## src/rtl/mbox_bank_pkg.sv

```systemverilog
// Shared constants and address decode helper for the mailbox interrupt bank.
// Assumes byte addressing with 32-bit words, so bits [1:0] of a valid word address are zero.
package mbox_bank_pkg;
    localparam int WORD_W    = 32;
    localparam int ADDR_W    = 8;
    localparam int FLAG_LSB  = 16;
    localparam int MAX_MB    = 8;
    localparam int MAX_IRQ   = 16;

    localparam logic [ADDR_W-1:0] OFS_STATUS   = 8'h40;
    localparam logic [ADDR_W-1:0] OFS_ENABLE   = 8'h50;
    localparam logic [ADDR_W-1:0] OFS_L2H_BASE = 8'h80;
    localparam logic [ADDR_W-1:0] OFS_H2L_BASE = 8'hA0;

    typedef struct packed {
        logic       hit;
        logic [2:0] idx;
    } mb_sel_t;

    // Decode one aligned word inside a mailbox window of 'count' words.
    function automatic mb_sel_t decode_mb(input logic [ADDR_W-1:0] addr,
                                          input logic [ADDR_W-1:0] base,
                                          input int unsigned count);
        mb_sel_t           sel;
        logic [ADDR_W-1:0] off;
        off     = addr - base;
        sel.hit = (addr >= base) && (off[1:0] == 2'b00) &&
                  (32'(off[ADDR_W-1:2]) < count);
        sel.idx = off[4:2];
        return sel;
    endfunction
endpackage

```

## src/rtl/mbox_regfile.sv

```systemverilog
// Bank of N word registers with a single write port and all entries visible in parallel.
// Assumes wr_idx < N whenever wr_en is high; the caller decodes the address.
module mbox_regfile #(
    parameter int N = 8,
    parameter int W = 32,
    localparam int IDX_W = (N > 1) ? $clog2(N) : 1
) (
    input  logic                clk,
    input  logic                rst_n,
    input  logic                wr_en,
    input  logic [IDX_W-1:0]    wr_idx,
    input  logic [W-1:0]        wr_data,
    output logic [N-1:0][W-1:0] q
);
    for (genvar i = 0; i < N; i++) begin : g_word
        // Load entry i on a write addressed to it; clear on reset.
        always_ff @(posedge clk) begin
            if (!rst_n)
                q[i] <= '0;
            else if (wr_en && wr_idx == IDX_W'(i))
                q[i] <= wr_data;
        end
    end
endmodule

```

## src/rtl/mbox_flag_bank.sv

```systemverilog
// Sticky event flags: a set pulse raises a flag, a clear vector drops it.
// Assumes set and clear are single-cycle vectors; when both hit the same bit, set wins.
module mbox_flag_bank #(
    parameter int N = 8
) (
    input  logic         clk,
    input  logic         rst_n,
    input  logic [N-1:0] set_vec,
    input  logic [N-1:0] clr_vec,
    output logic [N-1:0] flags
);
    // Apply clears first, then sets, so a coincident set survives.
    always_ff @(posedge clk) begin
        if (!rst_n)
            flags <= '0;
        else
            flags <= (flags & ~clr_vec) | set_vec;
    end
endmodule

```

## src/rtl/mbox_irq_gen.sv

```systemverilog
// Masks a pending vector with an enable vector and registers the OR as the interrupt.
// Assumes both vectors are synchronous to clk; output lags the inputs by one cycle.
module mbox_irq_gen #(
    parameter int W = 24
) (
    input  logic         clk,
    input  logic         rst_n,
    input  logic [W-1:0] pending,
    input  logic [W-1:0] enable,
    output logic         irq
);
    logic req_now;

    // Combine every enabled pending source into one request.
    always_comb req_now = |(pending & enable);

    // Register the request so the output is glitch free.
    always_ff @(posedge clk) begin
        if (!rst_n)
            irq <= 1'b0;
        else
            irq <= req_now;
    end
endmodule

```

## src/rtl/mbox_irq_bank.sv

```systemverilog
// Mailbox interrupt register bank: two mailbox sets, sticky write flags, live IRQ view,
// enable masks and one registered interrupt toward the host.
// Assumes both buses and irq_in are synchronous to clk; reads are combinational.
module mbox_irq_bank
    import mbox_bank_pkg::*;
#(
    parameter int NUM_MB  = 8,
    parameter int NUM_IRQ = 16
) (
    input  logic                clk,
    input  logic                rst_n,
    input  logic                h_wr,
    input  logic [7:0]          h_addr,
    input  logic [31:0]         h_wdata,
    output logic [31:0]         h_rdata,
    input  logic                l_wr,
    input  logic [7:0]          l_addr,
    input  logic [31:0]         l_wdata,
    output logic [31:0]         l_rdata,
    input  logic [NUM_IRQ-1:0]  irq_in,
    output logic                irq_out
);
    localparam int MB_IDX_W = (NUM_MB > 1) ? $clog2(NUM_MB) : 1;
    localparam int SRC_W    = NUM_MB + NUM_IRQ;

    mb_sel_t h_l2h, h_h2l, l_l2h, l_h2l;
    logic [NUM_MB-1:0][WORD_W-1:0] l2h_q, h2l_q;
    logic [NUM_MB*WORD_W-1:0]      l2h_flat;
    logic [NUM_MB-1:0]             flags_q, set_vec, clr_vec, en_mb_q;
    logic [NUM_IRQ-1:0]            en_irq_q;
    logic [WORD_W-1:0]             status_w, enable_w;
    logic                          h_sel_status, h_sel_enable;
    logic                          unused_ok;

    // Decode both bus addresses into the two mailbox windows.
    always_comb begin
        h_l2h = decode_mb(h_addr, OFS_L2H_BASE, NUM_MB);
        h_h2l = decode_mb(h_addr, OFS_H2L_BASE, NUM_MB);
        l_l2h = decode_mb(l_addr, OFS_L2H_BASE, NUM_MB);
        l_h2l = decode_mb(l_addr, OFS_H2L_BASE, NUM_MB);
        h_sel_status = (h_addr == OFS_STATUS);
        h_sel_enable = (h_addr == OFS_ENABLE);
    end

    // Local-to-host mailboxes: only the local side writes them.
    mbox_regfile #(.N(NUM_MB), .W(WORD_W)) u_l2h (
        .clk(clk), .rst_n(rst_n),
        .wr_en(l_wr && l_l2h.hit),
        .wr_idx(l_l2h.idx[MB_IDX_W-1:0]),
        .wr_data(l_wdata),
        .q(l2h_q)
    );

    // Host-to-local mailboxes: only the host writes them.
    mbox_regfile #(.N(NUM_MB), .W(WORD_W)) u_h2l (
        .clk(clk), .rst_n(rst_n),
        .wr_en(h_wr && h_h2l.hit),
        .wr_idx(h_h2l.idx[MB_IDX_W-1:0]),
        .wr_data(h_wdata),
        .q(h2l_q)
    );

    // Flag set on each local mailbox write, clear on host write-one to the status word.
    always_comb begin
        set_vec = '0;
        if (l_wr && l_l2h.hit)
            set_vec[l_l2h.idx[MB_IDX_W-1:0]] = 1'b1;
        clr_vec = (h_wr && h_sel_status) ? h_wdata[FLAG_LSB +: NUM_MB] : '0;
    end

    mbox_flag_bank #(.N(NUM_MB)) u_flags (
        .clk(clk), .rst_n(rst_n),
        .set_vec(set_vec), .clr_vec(clr_vec),
        .flags(flags_q)
    );

    // Enable word: implemented fields only; reserved bits are never stored.
    always_ff @(posedge clk) begin
        if (!rst_n) begin
            en_mb_q  <= '0;
            en_irq_q <= '0;
        end else if (h_wr && h_sel_enable) begin
            en_mb_q  <= h_wdata[FLAG_LSB +: NUM_MB];
            en_irq_q <= h_wdata[NUM_IRQ-1:0];
        end
    end

    // Combined interrupt request over flags and live lines.
    mbox_irq_gen #(.W(SRC_W)) u_irq (
        .clk(clk), .rst_n(rst_n),
        .pending({flags_q, irq_in}),
        .enable({en_mb_q, en_irq_q}),
        .irq(irq_out)
    );

    // Assemble the status and enable words with unused bits held at zero.
    always_comb begin
        status_w = '0;
        status_w[NUM_IRQ-1:0]          = irq_in;
        status_w[FLAG_LSB +: NUM_MB]   = flags_q;
        enable_w = '0;
        enable_w[NUM_IRQ-1:0]          = en_irq_q;
        enable_w[FLAG_LSB +: NUM_MB]   = en_mb_q;
    end

    // Host read multiplexer.
    always_comb begin
        h_rdata = '0;
        if (h_sel_status)
            h_rdata = status_w;
        else if (h_sel_enable)
            h_rdata = enable_w;
        else if (h_l2h.hit)
            h_rdata = l2h_q[h_l2h.idx[MB_IDX_W-1:0]];
        else if (h_h2l.hit)
            h_rdata = h2l_q[h_h2l.idx[MB_IDX_W-1:0]];
    end

    // Local read multiplexer: mailboxes only.
    always_comb begin
        l_rdata = '0;
        if (l_l2h.hit)
            l_rdata = l2h_q[l_l2h.idx[MB_IDX_W-1:0]];
        else if (l_h2l.hit)
            l_rdata = h2l_q[l_h2l.idx[MB_IDX_W-1:0]];
    end

    // Flattened view of the local-to-host set for the bound checker.
    always_comb l2h_flat = l2h_q;

    always_comb unused_ok = &{1'b0, h_wdata, h_l2h.idx, l_h2l.idx};
endmodule

```

## config.mk

```make
export PLATFORM = sky130hd
export DESIGN_NAME = mbox_irq_bank
export DESIGN_NICKNAME = d
export VERILOG_FILES = /design/src/rtl/mbox_bank_pkg.sv /design/src/rtl/mbox_regfile.sv /design/src/rtl/mbox_flag_bank.sv /design/src/rtl/mbox_irq_gen.sv /design/src/rtl/mbox_irq_bank.sv
export SDC_FILE = /design/constraint.sdc
export NUM_CORES = 2
export LEC_CHECK = 0
export BUFFER_PORTS_ARGS = -buffer_cell sky130_fd_sc_hd__buf_2
export CORE_ASPECT_RATIO = 1.25
export CORE_MARGIN = 2
export CORE_UTILIZATION = 56
export CTS_CLUSTER_DIAMETER = 40
export DETAILED_ROUTE_END_ITERATION = 6
export MAX_ROUTING_LAYER = met4
export PLACE_DENSITY = 0.77
export SLEW_MARGIN = 20
export SYNTH_ARGS = -nofsm -noshare
export SYNTH_HDL_FRONTEND = slang
export SYNTH_SLANG_ARGS = --single-unit
export TNS_END_PERCENT = 50
```

## constraint.sdc

```tcl
create_clock -name clk -period 1.8 [get_ports clk]
set_clock_uncertainty 0.05 [all_clocks]
set_input_delay 0.09 -clock clk [delete_from_list [all_inputs] [get_ports clk]]
set_output_delay 0.09 -clock clk [all_outputs]
set_load 0.1 [all_outputs]
```

==> results_dict.tcl <==
set metrics [dict create \
    post-route-util 0.720 \
    synthTopCellsByCount "nand2_1, dfxtp_1, a21boi_0, mux2i_1, mux4_2" \
    num_vias 25132 \
    hold_violations 0 \
    stdcell_count 3894 \
    wl_per_cell_um 24.6 \
    setup_viol 64 \
    final_max_slew_viol_count 0 \
    powerDensity_nw_per_um2 734 \
    required_ns 1.66 \
    critPathArrivalTime_ns 2.24 \
    cts.sinks 545 \
    ys_types 50 \
    place_congestion 0.936 \
    worstMarginPinSlew_ns 0.594 \
    fin_ws_ns -0.583 \
    outcome "finished, violations left" \
    dp_hpwl_mm 61.3 \
    ios 165 \
    finalCriticalPeriod_ns 2.38 \
    clockBufferDepth 3 \
    design_area_um2 37100 \
    synth_top_cell_area_share 0.373 \
    cp_max_fo 2 \
    die_x_um 208 \
    fmax_ghz 0.420 \
    num_rows 93 \
    yosysSeqAreaShare 0.373 \
    layout.nets 3279 \
    p_leak_uw 0.0136 \
    firstDrtPassIters 5 \
    fin_worst_hold_slack_ns 0.209 \
    synthFlopType "dfxtp_1" \
    crit_path_max_incr_delay_ns 0.51 \
    grt_usage 0.362 \
    yosysMostFrequentCell "nand2_1" \
    grt_max_degree 125 \
    start_util 0.568 \
    syn_nets 3054 \
    insertion_delay_ns 0.63 \
    htree_levels 2 \
    coreArea_um2 51500 \
    grt_pass1_vias 25499 \
    dp.cells 3688 \
    path_clk_slew_ns 0.06 \
    drc 0 \
    endpoint_kind "output pin" \
    antenna_found_initial 2 \
    cp-start-kind "flip-flop" \
    detail-route-antenna-nets 0 \
    cts_tree "done" \
    cap_viol_max_count 0 \
    fp.dieH_um 260 \
    rrSetupSlack_ns 0.02 \
    viasPerCell 6.45 \
    synth_area_leaders "dfxtp_1, mux4_2, nand2_1" \
    async_flop_share 0 \
    fillCellCount 3327 \
    yosysTopAreaCell "dfxtp_1" \
    syn_to_final_growth_pct 26.8 \
    grt-ovfl-total 0 \
    relSlewSlack 0.602 \
    slowest_stage "mux4_2" \
    yosys_warnings 0 \
    avgSynthCellArea_um2 9.91 \
    min_path_type "in -> reg" \
    root_buffer "clkbuf_16" \
    crit_chain "mux4_2, a31oi_4, a21oi_2, a221o_1, buf_12" \
    place.port_buffers 164 \
    cts_buffers 60 \
    drt-initial-drc-count 2479 \
    postPlaceCellArea_um2 33500 \
    die_area_um2 54100 \
    critPathKind "reg -> out" \
    ir_worst_vdd_mv 0.731 \
    netlist_area_um2 29300 \
    drive_gt1_frac 0.315 \
    violations "negative setup slack" \
    synth_seq_cells 545 \
    rsz0062_at_grt "yes" \
    synth-edff-count 0 \
    syn_inst 2952 \
    wl_mm 95.8 \
    grt_first_pass_wirelength_mm 148 \
    period_share 1.32 \
]
-- layout by cell type, fill, tap and decap left out, types with 7 or more instances in the layout --
master,count
a21boi_0,307
a21boi_1,75
a21boi_2,10
a22oi_1,12
a22oi_2,19
buf_12,125
buf_2,93
buf_4,166
buf_6,18
bufinv_16,7
clkbuf_1,11
clkbuf_16,64
clkbuf_8,7
clkinv_2,7
clkinv_4,7
dfxtp_1,445
dfxtp_2,100
dlygate4sd3_1,74
inv_1,8
inv_6,7
mux2_2,24
mux2i_1,234
mux2i_2,16
mux2i_4,11
mux4_2,246
nand2_1,784
nand2_2,11
nand3_1,7
nand4_1,11
nor2_1,8
nor2b_1,154
nor4_4,8
o211ai_1,19
o21a_1,8
o22ai_2,7
o22ai_4,33
-- metrics by stage --
step | power (uW) | setup slack (ns) | setup TNS [ns]
6_report | 27200 | -0.583 | -27.18
5_1_grt | 27800 | -0.618 | -29.61
4_1_cts | 27200 | -0.555 | -27.15
3_5_place_dp | 14300 | -0.430 | -50.97
3_3_place_gp | 14300 | -0.462 | -45.57
2_1_floorplan | 13700 | -0.708 | -21.83
-- critical path, delay by kind of cell (launching register included) --
kind	cells	cell delay, ns
mux	1	0.51
compound gates	3	0.58
flops	1	0.33
buf+inv	1	0.18
-- flip-flops by register name (all words and copies together), names as in the netlist --
name and flops:
en_irq_q 16, en_mb_q 8, u_flags.flags 8, u_h2l.q 256, u_irq.irq 1, u_l2h.q 256
-- cells by family after synthesis --
group,Yosys count,synth area share
and+or+nand+nor,1026,0.157
AOI/OAI and AO/OA,521,0.133
DFF,545,0.373
adders and majority gates,2,0.000855
buffers and inverters,327,0.0478
muxes,531,0.288
-- final cells by class --
type / instances / area, um2 / share of cell area
clock buffers: 77 / 1640 / 0.0441
clock inverters: 35 / 432 / 0.0116
multi-input cells: 2080 / 17900 / 0.481
diodes: 2 / 5.00 / 0.000135
inverters: 8 / 30.0 / 0.000809
well taps: 665 / 832 / 0.0224
repair buffers: 482 / 5280 / 0.142
flip-flops and latches: 545 / 11000 / 0.297
-- metal layers --
layer	global-route usage	vias up	share of wire	routed length, um
li1	-	10911	-	-
met1	0.445	12311	0.37	35100
met4	0.198	0	0.056	5390
met2	0.573	1512	0.48	45900
met5	-	-	0	0
met3	0.0599	398	0.098	9420
-- worst paths after layout --
path,from,endpoint,depth (start not counted)
setup reg to reg,u_flags.flags[2],u_irq.irq,4
hold reg to reg,u_h2l.q[228],u_h2l.q[228],2
setup / recovery,u_h2l.q[116],h_rdata[20],5
hold / removal,h_wr,u_h2l.q[70],6
-- report_power, final --
| part | leakage, uW | switching (uW) | internal, uW |
|---|---|---|---|
| Sequential | 0.00444 | 11.0 | 12100 |
| Clock | 0.00101 | 5460 | 7520 |
| Combinational | 0.00816 | 1190 | 967 |
-- what timing repair did --
action                                  4_1_cts  5_1_grt
endpoints found under the setup margin       64       64
endpoints found under the hold margin       545        0
gates resized for setup                     151       51
hold buffers                                 74        0
setup buffers                                26        4
pin swaps                                    56       14
No activity file was read; power rests on OpenSTA's default activity.
